### src/rtl/rtc_bcd_pkg.sv
package rtc_bcd_pkg;

  typedef struct packed {
    logic [7:0] ss;
    logic [7:0] mm;
    logic [7:0] hh;
    logic [7:0] wd;
    logic [7:0] dd;
    logic [7:0] mo;
    logic [7:0] yy;
  } rtc_time_t;

  localparam int CTL_H12   = 0;
  localparam int CTL_ALM0  = 1;
  localparam int CTL_WU_EN = 3;
  localparam int CTL_WU_SEL = 4;
  localparam int CTL_W     = 5;

  localparam logic [4:0] ADR_CTRL  = 5'd7;
  localparam logic [4:0] ADR_WU_LO = 5'd16;
  localparam logic [4:0] ADR_WU_HI = 5'd17;

  function automatic logic [7:0] bcd_inc(input logic [7:0] v);
    return (v[3:0] == 4'd9) ? {v[7:4] + 4'd1, 4'd0} : v + 8'd1;
  endfunction

  function automatic logic leap_bcd(input logic [7:0] y);
    logic [3:0] u;
    u = y[3:0];
    if (y[4] == 1'b0) return (u == 4'd0) || (u == 4'd4) || (u == 4'd8);
    else              return (u == 4'd2) || (u == 4'd6);
  endfunction

  function automatic logic [7:0] month_len(input logic [7:0] mo, input logic [7:0] yy);
    case (mo)
      8'h02:                      return leap_bcd(yy) ? 8'h29 : 8'h28;
      8'h04, 8'h06, 8'h09, 8'h11: return 8'h30;
      default:                    return 8'h31;
    endcase
  endfunction

endpackage

### src/rtl/rtc_prescaler.sv
module rtc_prescaler #(
  parameter int ASYNC_DIV = 128,
  parameter int SYNC_DIV  = 256,
  localparam int AW = $clog2(ASYNC_DIV),
  localparam int SW = $clog2(SYNC_DIV)
) (
  input  logic          clk,
  input  logic          rst_n,
  input  logic          hold,
  output logic          fine_tick,
  output logic          sec_tick,
  output logic [SW-1:0] subsec
);
  logic [AW-1:0] acnt_q, acnt_d;
  logic [SW-1:0] scnt_q, scnt_d;

  always_comb begin
    fine_tick = !hold && (acnt_q == AW'(ASYNC_DIV - 1));
    sec_tick  = fine_tick && (scnt_q == SW'(SYNC_DIV - 1));
    acnt_d    = (hold || fine_tick) ? '0 : acnt_q + 1'b1;
    scnt_d    = scnt_q;
    if (hold)           scnt_d = '0;
    else if (sec_tick)  scnt_d = '0;
    else if (fine_tick) scnt_d = scnt_q + 1'b1;
  end

  always_ff @(posedge clk or negedge rst_n) begin
    if (!rst_n) begin
      acnt_q <= '0;
      scnt_q <= '0;
    end else begin
      acnt_q <= acnt_d;
      scnt_q <= scnt_d;
    end
  end

  assign subsec = scnt_q;
endmodule

### src/rtl/rtc_calendar.sv
module rtc_calendar
  import rtc_bcd_pkg::*;
(
  input  logic      clk,
  input  logic      rst_n,
  input  logic      sec_tick,
  input  logic      h12,
  input  logic      wr_time,
  input  logic [2:0] wr_addr,
  input  logic [7:0] wr_data,
  output rtc_time_t time_q
);
  rtc_time_t t_d;
  logic      day_c;

  always_comb begin
    t_d   = time_q;
    day_c = 1'b0;
    if (sec_tick) begin
      if (time_q.ss == 8'h59) begin
        t_d.ss = 8'h00;
        if (time_q.mm == 8'h59) begin
          t_d.mm = 8'h00;
          if (h12) begin
            case (time_q.hh[5:0])
              6'h11: begin
                t_d.hh = {1'b0, ~time_q.hh[6], 6'h12};
                day_c  = time_q.hh[6];
              end
              6'h12:   t_d.hh = {1'b0, time_q.hh[6], 6'h01};
              default: t_d.hh = bcd_inc(time_q.hh);
            endcase
          end else if (time_q.hh == 8'h23) begin
            t_d.hh = 8'h00;
            day_c  = 1'b1;
          end else begin
            t_d.hh = bcd_inc(time_q.hh);
          end
        end else begin
          t_d.mm = bcd_inc(time_q.mm);
        end
      end else begin
        t_d.ss = bcd_inc(time_q.ss);
      end
      if (day_c) begin
        t_d.wd = (time_q.wd == 8'd7) ? 8'd1 : time_q.wd + 8'd1;
        if (time_q.dd == month_len(time_q.mo, time_q.yy)) begin
          t_d.dd = 8'h01;
          if (time_q.mo == 8'h12) begin
            t_d.mo = 8'h01;
            t_d.yy = (time_q.yy == 8'h99) ? 8'h00 : bcd_inc(time_q.yy);
          end else begin
            t_d.mo = bcd_inc(time_q.mo);
          end
        end else begin
          t_d.dd = bcd_inc(time_q.dd);
        end
      end
    end
    if (wr_time) begin
      case (wr_addr)
        3'd0:    t_d.ss = wr_data & 8'h7F;
        3'd1:    t_d.mm = wr_data & 8'h7F;
        3'd2:    t_d.hh = wr_data & 8'h7F;
        3'd3:    t_d.wd = wr_data & 8'h07;
        3'd4:    t_d.dd = wr_data & 8'h3F;
        3'd5:    t_d.mo = wr_data & 8'h1F;
        3'd6:    t_d.yy = wr_data;
        default: ;
      endcase
    end
  end

  always_ff @(posedge clk or negedge rst_n) begin
    if (!rst_n) time_q <= '{ss: 8'h00, mm: 8'h00, hh: 8'h00, wd: 8'd1,
                            dd: 8'h01, mo: 8'h01, yy: 8'h00};
    else        time_q <= t_d;
  end
endmodule

### src/rtl/rtc_alarm.sv
module rtc_alarm
  import rtc_bcd_pkg::*;
(
  input  logic       clk,
  input  logic       rst_n,
  input  logic       enable,
  input  logic       upd,
  input  rtc_time_t  now,
  input  logic       cfg_wr,
  input  logic [1:0] cfg_sel,
  input  logic [7:0] cfg_data,
  input  logic       clr,
  output logic       flag
);
  logic [3:0][7:0] cfg_q, cfg_d;
  logic            hit, flag_d;

  always_comb begin
    cfg_d = cfg_q;
    if (cfg_wr) cfg_d[cfg_sel] = cfg_data;
    hit = (cfg_q[0][7] || (cfg_q[0][6:0] == now.ss[6:0])) &&
          (cfg_q[1][7] || (cfg_q[1][6:0] == now.mm[6:0])) &&
          (cfg_q[2][7] || (cfg_q[2][6:0] == now.hh[6:0])) &&
          (cfg_q[3][7] || (cfg_q[3][5:0] == now.dd[5:0]));
    flag_d = flag;
    if (enable && upd && hit) flag_d = 1'b1;
    else if (clr)             flag_d = 1'b0;
  end

  always_ff @(posedge clk or negedge rst_n) begin
    if (!rst_n) begin
      cfg_q <= '0;
      flag  <= 1'b0;
    end else begin
      cfg_q <= cfg_d;
      flag  <= flag_d;
    end
  end
endmodule

### src/rtl/rtc_wakeup.sv
module rtc_wakeup #(
  parameter int W = 16
) (
  input  logic         clk,
  input  logic         rst_n,
  input  logic         enable,
  input  logic         tick,
  input  logic [W-1:0] period,
  input  logic         clr,
  output logic         flag
);
  logic [W-1:0] cnt_q, cnt_d;
  logic         expire, flag_d;

  always_comb begin
    expire = enable && tick && (cnt_q == '0);
    cnt_d  = cnt_q;
    if (!enable || expire) cnt_d = period;
    else if (tick)         cnt_d = cnt_q - 1'b1;
    flag_d = expire ? 1'b1 : (clr ? 1'b0 : flag);
  end

  always_ff @(posedge clk or negedge rst_n) begin
    if (!rst_n) begin
      cnt_q <= '0;
      flag  <= 1'b0;
    end else begin
      cnt_q <= cnt_d;
      flag  <= flag_d;
    end
  end
endmodule

### src/rtl/rtc_bcd_calendar.sv
module rtc_bcd_calendar
  import rtc_bcd_pkg::*;
#(
  parameter int ASYNC_DIV = 128,
  parameter int SYNC_DIV  = 256,
  localparam int SUB_W = $clog2(SYNC_DIV),
  localparam int N_ALM = 2
) (
  input  logic             clk,
  input  logic             rst_n,
  input  logic             init_mode,
  input  logic             wr_en,
  input  logic [4:0]       wr_addr,
  input  logic [7:0]       wr_data,
  input  logic [2:0]       flag_clr,
  output logic [7:0]       out_sec,
  output logic [7:0]       out_min,
  output logic [7:0]       out_hour,
  output logic [7:0]       out_wday,
  output logic [7:0]       out_date,
  output logic [7:0]       out_month,
  output logic [7:0]       out_year,
  output logic [SUB_W-1:0] out_subsec,
  output logic [N_ALM-1:0] alarm_flag,
  output logic             wu_flag,
  output logic             wakeup_out
);
  logic [1:0]       rst_sync_q;
  logic             rst_sync_n;
  logic [CTL_W-1:0] ctrl_q, ctrl_d;
  logic [15:0]      period_q, period_d;
  logic             upd_q;
  logic             fine_tick, sec_tick, wu_en, wu_tick, wr_time;
  rtc_time_t        now;

  always_ff @(posedge clk or negedge rst_n) begin
    if (!rst_n) rst_sync_q <= 2'b00;
    else        rst_sync_q <= {rst_sync_q[0], 1'b1};
  end
  assign rst_sync_n = rst_sync_q[1];

  always_comb begin
    ctrl_d   = ctrl_q;
    period_d = period_q;
    if (wr_en && wr_addr == ADR_CTRL)  ctrl_d = wr_data[CTL_W-1:0];
    if (wr_en && wr_addr == ADR_WU_LO) period_d[7:0]  = wr_data;
    if (wr_en && wr_addr == ADR_WU_HI) period_d[15:8] = wr_data;
  end

  always_ff @(posedge clk or negedge rst_sync_n) begin
    if (!rst_sync_n) begin
      ctrl_q   <= '0;
      period_q <= '0;
      upd_q    <= 1'b0;
    end else begin
      ctrl_q   <= ctrl_d;
      period_q <= period_d;
      upd_q    <= sec_tick;
    end
  end

  assign wr_time = init_mode && wr_en && (wr_addr < 5'd7);
  assign wu_en   = ctrl_q[CTL_WU_EN];
  assign wu_tick = ctrl_q[CTL_WU_SEL] ? sec_tick : fine_tick;

  rtc_prescaler #(.ASYNC_DIV(ASYNC_DIV), .SYNC_DIV(SYNC_DIV)) u_presc (
    .clk(clk), .rst_n(rst_sync_n), .hold(init_mode),
    .fine_tick(fine_tick), .sec_tick(sec_tick), .subsec(out_subsec)
  );

  rtc_calendar u_cal (
    .clk(clk), .rst_n(rst_sync_n), .sec_tick(sec_tick), .h12(ctrl_q[CTL_H12]),
    .wr_time(wr_time), .wr_addr(wr_addr[2:0]), .wr_data(wr_data), .time_q(now)
  );

  for (genvar i = 0; i < N_ALM; i++) begin : g_alm
    rtc_alarm u_alm (
      .clk(clk), .rst_n(rst_sync_n), .enable(ctrl_q[CTL_ALM0 + i]), .upd(upd_q),
      .now(now), .cfg_wr(wr_en && (wr_addr[4:2] == 3'(2 + i))),
      .cfg_sel(wr_addr[1:0]), .cfg_data(wr_data), .clr(flag_clr[i]),
      .flag(alarm_flag[i])
    );
  end

  rtc_wakeup #(.W(16)) u_wu (
    .clk(clk), .rst_n(rst_sync_n), .enable(wu_en), .tick(wu_tick),
    .period(period_q), .clr(flag_clr[2]), .flag(wu_flag)
  );

  assign out_sec    = now.ss;
  assign out_min    = now.mm;
  assign out_hour   = now.hh;
  assign out_wday   = now.wd;
  assign out_date   = now.dd;
  assign out_month  = now.mo;
  assign out_year   = now.yy;
  assign wakeup_out = (|alarm_flag) || wu_flag;
endmodule

### config.mk
export PLATFORM = sky130hd
export DESIGN_NAME = rtc_bcd_calendar
export DESIGN_NICKNAME = d
export VERILOG_FILES = /design/src/rtl/rtc_bcd_pkg.sv /design/src/rtl/rtc_prescaler.sv /design/src/rtl/rtc_calendar.sv /design/src/rtl/rtc_alarm.sv /design/src/rtl/rtc_wakeup.sv /design/src/rtl/rtc_bcd_calendar.sv
export SDC_FILE = /design/constraint.sdc
export NUM_CORES = 1
export LEC_CHECK = 0
export ABC_AREA = 1
export BUFFER_PORTS_ARGS = -buffer_cell sky130_fd_sc_hd__buf_2
export CAP_MARGIN = 20
export CORE_AREA = 2 2 164 118
export DETAILED_ROUTE_END_ITERATION = 6
export DIE_AREA = 0 0 166 120
export PLACE_DENSITY = 0.84
export SLEW_MARGIN = 15
export SYNTH_ARGS = -nofsm -noshare
export SYNTH_HDL_FRONTEND = slang
export SYNTH_SLANG_ARGS = --single-unit
### constraint.sdc
create_clock -name clk -period 5.7 [get_ports clk]
set_input_delay 0 -clock clk [delete_from_list [all_inputs] [get_ports clk]]
set_output_delay 0 -clock clk [all_outputs]
set_load 0.05 [all_outputs]
# Word level (Yosys, flattened, before mapping)
# Index checks and enable logic that the tools add are counted.
[totals] reg_bits=178 inputBits=20 output_inout_bits=68 word_cells=199
[classes] n_addsub=16 order_cmp=3 n_eq_ne=45 muxes=60 bitwise_logic=1 reduce_logical=48
[ops] op="8-bit two-way mux" n=29
[ops] op="56-bit two-way mux" n=2
[ops] op="8-bit by 1-bit adder with 8-bit output (second input constant)" n=8
[ops] op="32-bit bitwise mux" n=2
[ops] op="16-bit two-way mux" n=4
[ops] op="7-bit equality test" n=6
[ops] op="32-bit two-way mux" n=1
[ops] op="8-bit case mux with 2 select lines" n=2
[ops] op="4-bit equality test (second input constant)" n=7
[ops] op="4-bit by 1-bit adder with 4-bit output (second input constant)" n=6
[ops] op="8-bit by 3-bit equality test with 1-bit output (second input constant)" n=3
[ops] op="1-bit logical AND" n=22
[ops] op="1-bit two-way mux" n=18
[ops] op="8-bit demux with 2-bit select" n=1
[ops] op="8-bit by 5-bit equality test with 1-bit output (second input constant)" n=2
[ops] op="8-bit by 7-bit equality test with 1-bit output (second input constant)" n=2
[ops] op="8-bit equality test (second input constant)" n=2
[ops] op="16-bit zero test" n=1
[ops] op="16-bit by 1-bit subtractor with 16-bit output (second input constant)" n=1
[ops] op="1-bit logical OR" n=14
[ops] op="3-bit by 2-bit equality test with 1-bit output (second input constant)" n=4
[ops] op="6-bit by 5-bit equality test with 1-bit output (second input constant)" n=2
[ops] op="6-bit equality test" n=2
[ops] op="5-bit equality test (second input constant)" n=2
[ops] op="other kinds (23)" n=30

# Depth between registers and ports, before layout
[depth] ltp_word=18 mapped_depth=15 depth_no_buf=15

# Cells and area by module
# Synthesis repeated with hierarchy kept, for this count alone.
[unflattened] hier_cells=1527 hier_area_um2=10990.5
[by_module_without_submodules] mod="rtc_calendar" n_inst=1 cells_each=637 area_each_um2=4282.9 seq_area_each_um2=1405.1
[by_module_without_submodules] mod="rtc_alarm" n_inst=2 cells_each=240 area_each_um2=1794.2 seq_area_each_um2=800.8
[by_module_without_submodules] mod="rtc_wakeup" n_inst=1 cells_each=201 area_each_um2=1292.5 seq_area_each_um2=425.4
[by_module_without_submodules] mod="rtc_bcd_calendar" n_inst=1 cells_each=110 area_each_um2=1048.5 seq_area_each_um2=600.6
[by_module_without_submodules] mod="rtc_prescaler" n_inst=1 cells_each=99 area_each_um2=778.2 seq_area_each_um2=375.4

# Least setup slack after synthesis
# Ideal clock, no wire load.
[synth_path] path_type="register to register" from="reg u_cal.time_q[40] (netlist name)" to="reg u_cal.time_q[7] (netlist name)" setup_time_ns=0.118 arrival_ns=2.155 t_required_ns=5.582 slack_ns=3.427 stages_incl_launch_ff=13 path_buffers=0 period_less_slack_ns=2.273 cell_sequence="dfrtp_1 -> ha_1 -> nand2_1 -> nor2_4 -> nand3_2 -> nor2_1 -> nand3_1 -> nor2_4 -> inv_2 -> nor2_4 -> nand3_1 -> nand3_1 -> nand2_1"
[synth_lines] element="start, declared" line="rtc_calendar.sv:11" text="output rtc_time_t time_q"
[synth_lines] element="start signal, assigned" line="rtc_calendar.sv:75" text="if (!rst_n) time_q <= '{ss: 8'h00, mm: 8'h00, hh: 8'h00, wd: 8'd1,"
[synth_lines] element="start signal, assigned" line="rtc_calendar.sv:77" text="else time_q <= t_d;"

# Final worst setup path
[layout_path] from="reg u_presc.acnt_q[0]" to="reg u_wu.cnt_q[0]"
[layout_via] elab_chain_len=8 elab_cells_between_ends=9 cone_classes="eq/ne (1); mux (2); reduce/logical (6)"
[layout_rtl] element="start, declared" line="rtc_prescaler.sv:14" text="logic [AW-1:0] acnt_q, acnt_d;"
[layout_rtl] element="start signal, assigned" line="rtc_prescaler.sv:32" text="acnt_q <= acnt_d;"
[layout_rtl] element="7-bit equality test *" line="rtc_prescaler.sv:18" text="fine_tick = !hold && (acnt_q == AW'(ASYNC_DIV - 1));"
[layout_rtl] element="1-bit logical AND *" line="rtc_prescaler.sv:18"
[layout_rtl] element="1-bit logical AND" line="rtc_prescaler.sv:19" text="sec_tick = fine_tick && (scnt_q == SW'(SYNC_DIV - 1));"
[layout_rtl] element="1-bit two-way mux *" line="rtc_bcd_calendar.sv:64" text="assign wu_tick = ctrl_q[CTL_WU_SEL] ? sec_tick : fine_tick;"
[layout_rtl] element="1-bit logical AND (2 in series)" line="rtc_wakeup.sv:16" text="expire = enable && tick && (cnt_q == '0);"
[layout_rtl] element="1-bit logical OR" line="rtc_wakeup.sv:18" text="if (!enable || expire) cnt_d = period;"
[layout_rtl] element="16-bit two-way mux / 2-bit nonzero test (equally long branches)"
[layout_rtl] element="end signal, assigned" line="rtc_wakeup.sv:28" text="cnt_q <= cnt_d;"
[layout_rtl] element="end, declared" line="rtc_wakeup.sv:12" text="logic [W-1:0] cnt_q, cnt_d;"
# Every way passes the cells marked *; elsewhere a longest branch is shown, timed or not.
# A chain may end at the register's enable or synchronous reset.

==> run metrics <==
area of the mapped netlist around 10000 um^2; Hold Crit Class in -> reg; Die Height roughly 120 um; Util after Layout around 61%; sequential element share of the synthesized area roughly 44%; slew at the pin with the worst max-slew slack 965 ps; Syn-to-layout area delta 13.0%; critical path type reg -> reg; endpoint class of the critical path flip-flop; sequential group share of total power 43.8%; number of ports placed on the die boundary 88; Maximum Capacitance Violations 0; pwr/cell area 348 nW/um^2; wire length of the first global-routing pass around 45 mm; 1st-iter DRT viols a little under 1000; clock latency at the later pin of the worst-skew pair about 440 ps; final wirelength around 27 mm; area of the die 19900 um^2; overall power after layout ~3900 uW; clock-pin transition on the worst setup and hold timing paths 70 ps; switching share of total power a little under two fifths; Mapped Avg Cell Area between 7 and 8 um^2; startpoint of the most critical setup path u_presc.acnt_q[0]; maximum buffer depth of the clock tree 2; pin count of the biggest net entering global routing 76; hold violation total from the final report 0; post-detail-place hpwl roughly 19 mm; worst reg2reg endpoint u_wu.cnt_q[0]; Max Clock Skew approximately 9.5 ps; post-CTS repair timing setup buffer count 0; share of post-route cells with drive strength above 1 a little under an eighth; largest fanout on the critical path 18; switching power around 1500 uW; number of nets in the synthesized netlist about 1300; data required time at the worst endpoint 6030 ps; Routed wire per std cell approximately 17 um; origin of the critical flop-to-flop path u_presc.acnt_q[0]; Initial Utilization ~54%; outcome finished, final reports clean; count of distinct cell types in the synthesized netlist 48; total DRC errors in the routed layout 0; number of CTS-inserted buffers 17; Routability Congestion around 0.94; Root Buffer clkbuf_16; VDD IR max ~0.00018 V; horizontal die dimension 166 um; Synth warnings 0; number of buffers inserted by port buffering 87; overall track demand over capacity in global routing 28.2%; Diodes inserted 0; final worst path period need about 2600 ps; total internal power ~2400 uW; number of standard cells after synthesis between 1000 and 1500; Comb power frac approximately 28%; Site Rows 42; routed vias/inst 5.65; clock tree from TritonCTS built; CP endpoint u_wu.cnt_q[0]; arrival time at the worst endpoint 2950 ps; initial antenna violation count 0; register-to-register setup slack roughly 3100 ps; Achievable Freq 0.381 GHz; depth of the worst register-to-register path 12; number of global-route vias before repair between 8000 and 9000; via total after detailed routing a little over 9000; number of nets in the layout 1409; fraction of power consumed by the clock network between 20% and 30%; Pre-antenna DRT Iters 6; Setup Viol. Count Final 0; Final Max Tran Viols 0; RSZ-0062 raised after global routing no; share of the clock period used by the worst path between 40% and 50%; setup TNS after final layout 0 ps; Startpoint Class flip-flop; number of flip-flops and latches in the synthesized netlist roughly 180; H-tree depth 4; GRT overflow 0; Core Area between 15000 and 20000 um^2; clock tree sinks ~180; CTS-repair resized insts 0; headroom to the max-slew limit a little over a third; Leakage Power about 0.0056 uW; number of antenna-violating nets in the routed design 0
-- worst max-delay path, stage by stage, from the launching register on --
cell	delay, ps
dfrtp_1	370
ha_1	170
nand2_1	100
nor2_4	170
nand4_4	160
nor2_8	310
nor2_2	110
inv_2	210
nand4_1	180
nand2_2	260
inv_2	200
o21ai_0	200
inv_1	50
-- metal layers --
layer | global-route usage (%) | vias to the layer above | share of wire (%)
met5 | 0 | - | 0
met4 | 9.89 | 0 | 2.2
met3 | 7.65 | 59 | 9.8
met2 | 40.4 | 440 | 43
met1 | 41.3 | 4299 | 45
li1 | - | 4355 | -
-- cells in the final DEF (no fill, tap or decap), types with 3 or more instances in the layout --
cell type and instances:
a21oi_1 30, a22oi_1 4, a31oi_1 4, buf_2 87, clkbuf_1 3, clkbuf_16 17
clkinv_2 4, clkinv_4 4, dfrtp_1 172, dfstp_2 3, dlygate4sd3_1 15, ha_1 23
inv_1 140, inv_2 8, nand2_1 319, nand3_1 110, nand3b_1 3, nand4_1 24
nor2_1 106, nor2_2 3, nor2_4 6, nor3_1 18, nor3_2 3, nor3b_1 4
nor4_1 6, o211ai_1 4, o21ai_0 137, o22ai_1 13, or2_2 3, xnor2_1 32
xor2_1 40
-- worst min-delay path by stage --
stage	startpoint	endpoint	depth (start not counted)
after floorplan	rst_n	rst_sync_q[0]	0
after global placement	rst_n	rst_sync_q[0]	1
after detailed placement	rst_n	rst_sync_q[0]	1
after CTS	wr_addr[0]	u_cal.time_q[19]	4
after global routing	wr_addr[0]	u_cal.time_q[20]	4
final	wr_addr[0]	u_cal.time_q[19]	4
-- synth_stat cells (all sizes together) --
cell / instances / area share (%)
a21boi: 1 / 0.076
a21oi: 30 / 1.5
a22oi: 4 / 0.30
a311oi: 1 / 0.088
a31o: 1 / 0.088
a31oi: 4 / 0.25
buf: 8 / 0.57
clkbuf: 30 / 1.1
clkinv: 1 / 0.050
conb: 1 / 0.038
dfrtp: 173 / 44
dfstp: 3 / 0.79
ha: 23 / 2.9
inv: 148 / 5.6
nand2: 322 / 12
nand3: 114 / 6.1
nand3b: 3 / 0.23
nand4: 26 / 1.9
nor2: 117 / 5.3
nor3: 21 / 1.2
nor3b: 4 / 0.30
nor4: 6 / 0.38
o2111ai: 2 / 0.18
o211ai: 4 / 0.30
o21a: 1 / 0.076
o21ai: 138 / 6.9
o22a: 1 / 0.088
o22ai: 13 / 0.82
o311ai: 2 / 0.18
o31ai: 2 / 0.15
o32ai: 2 / 0.18
or2: 3 / 0.19
xnor2: 32 / 2.8
xor2: 40 / 3.5
-- cell type report --
| cell class | count | area (um^2) |
|---|---|---|
| fill | 1569 | 7210 |
| inverter | 149 | 561 |
| multi-input combinational | 918 | 4810 |
| clock inverter | 12 | 113 |
| clock buffer | 20 | 437 |
| tap | 242 | 303 |
| sequential | 176 | 4410 |
| timing repair buffer | 104 | 601 |
-- sequential cells by signal, summed over array words and instances, names as in the netlist --
register / cells
rst_sync_q: 2
ctrl_q: 5
u_wu.cnt_q: 16
g_alm.u_alm.flag: 2
u_presc.subsec: 8
period_q: 16
upd_q: 1
u_presc.acnt_q: 7
g_alm.u_alm.cfg_q: 62
u_wu.flag: 1
u_cal.time_q: 56
-- repair_timing --
action | 4_1_cts | 5_1_grt
hold buffers | 15 | 0
endpoints found under the setup margin | 0 | 0
hold endpoints to repair | 32 | 0
-- kinds of logic after synthesis --
group / count (synthesis) / share of synthesized area [%]
other cells: 1 / 0.0377
xor+xnor: 72 / 6.34
fa+ha+maj: 23 / 2.89
simple gates: 616 / 27.8
compound gates: 206 / 11.2
flops: 176 / 44.3
buf+inv: 187 / 7.35
-- power by group through the flow --
stage	clock network, uW	logic, uW	registers (uW)
floorplan	0	632	1860
CTS	1130	1070	1700
global placement	0	1020	1710
detailed placement	0	1050	1720
global route	1190	1200	1740
finish	1120	1080	1710
-- metrics by stage --
step / instance area (um^2) / hold WS (ps) / setup slack [ps] / std cells
after CTS: 11200 / 54.6 / 3090 / 1621
after floorplan: 9940 / -296 / 438 / 1281
final: 11200 / 66.1 / 3080 / 1621
after global routing: 11200 / 130 / 2830 / 1621
after detailed placement: 10500 / -212 / 3130 / 1574
after global placement: 10500 / -214 / 3230 / 1574
Note: power is estimated with default switching activity, not from simulation.
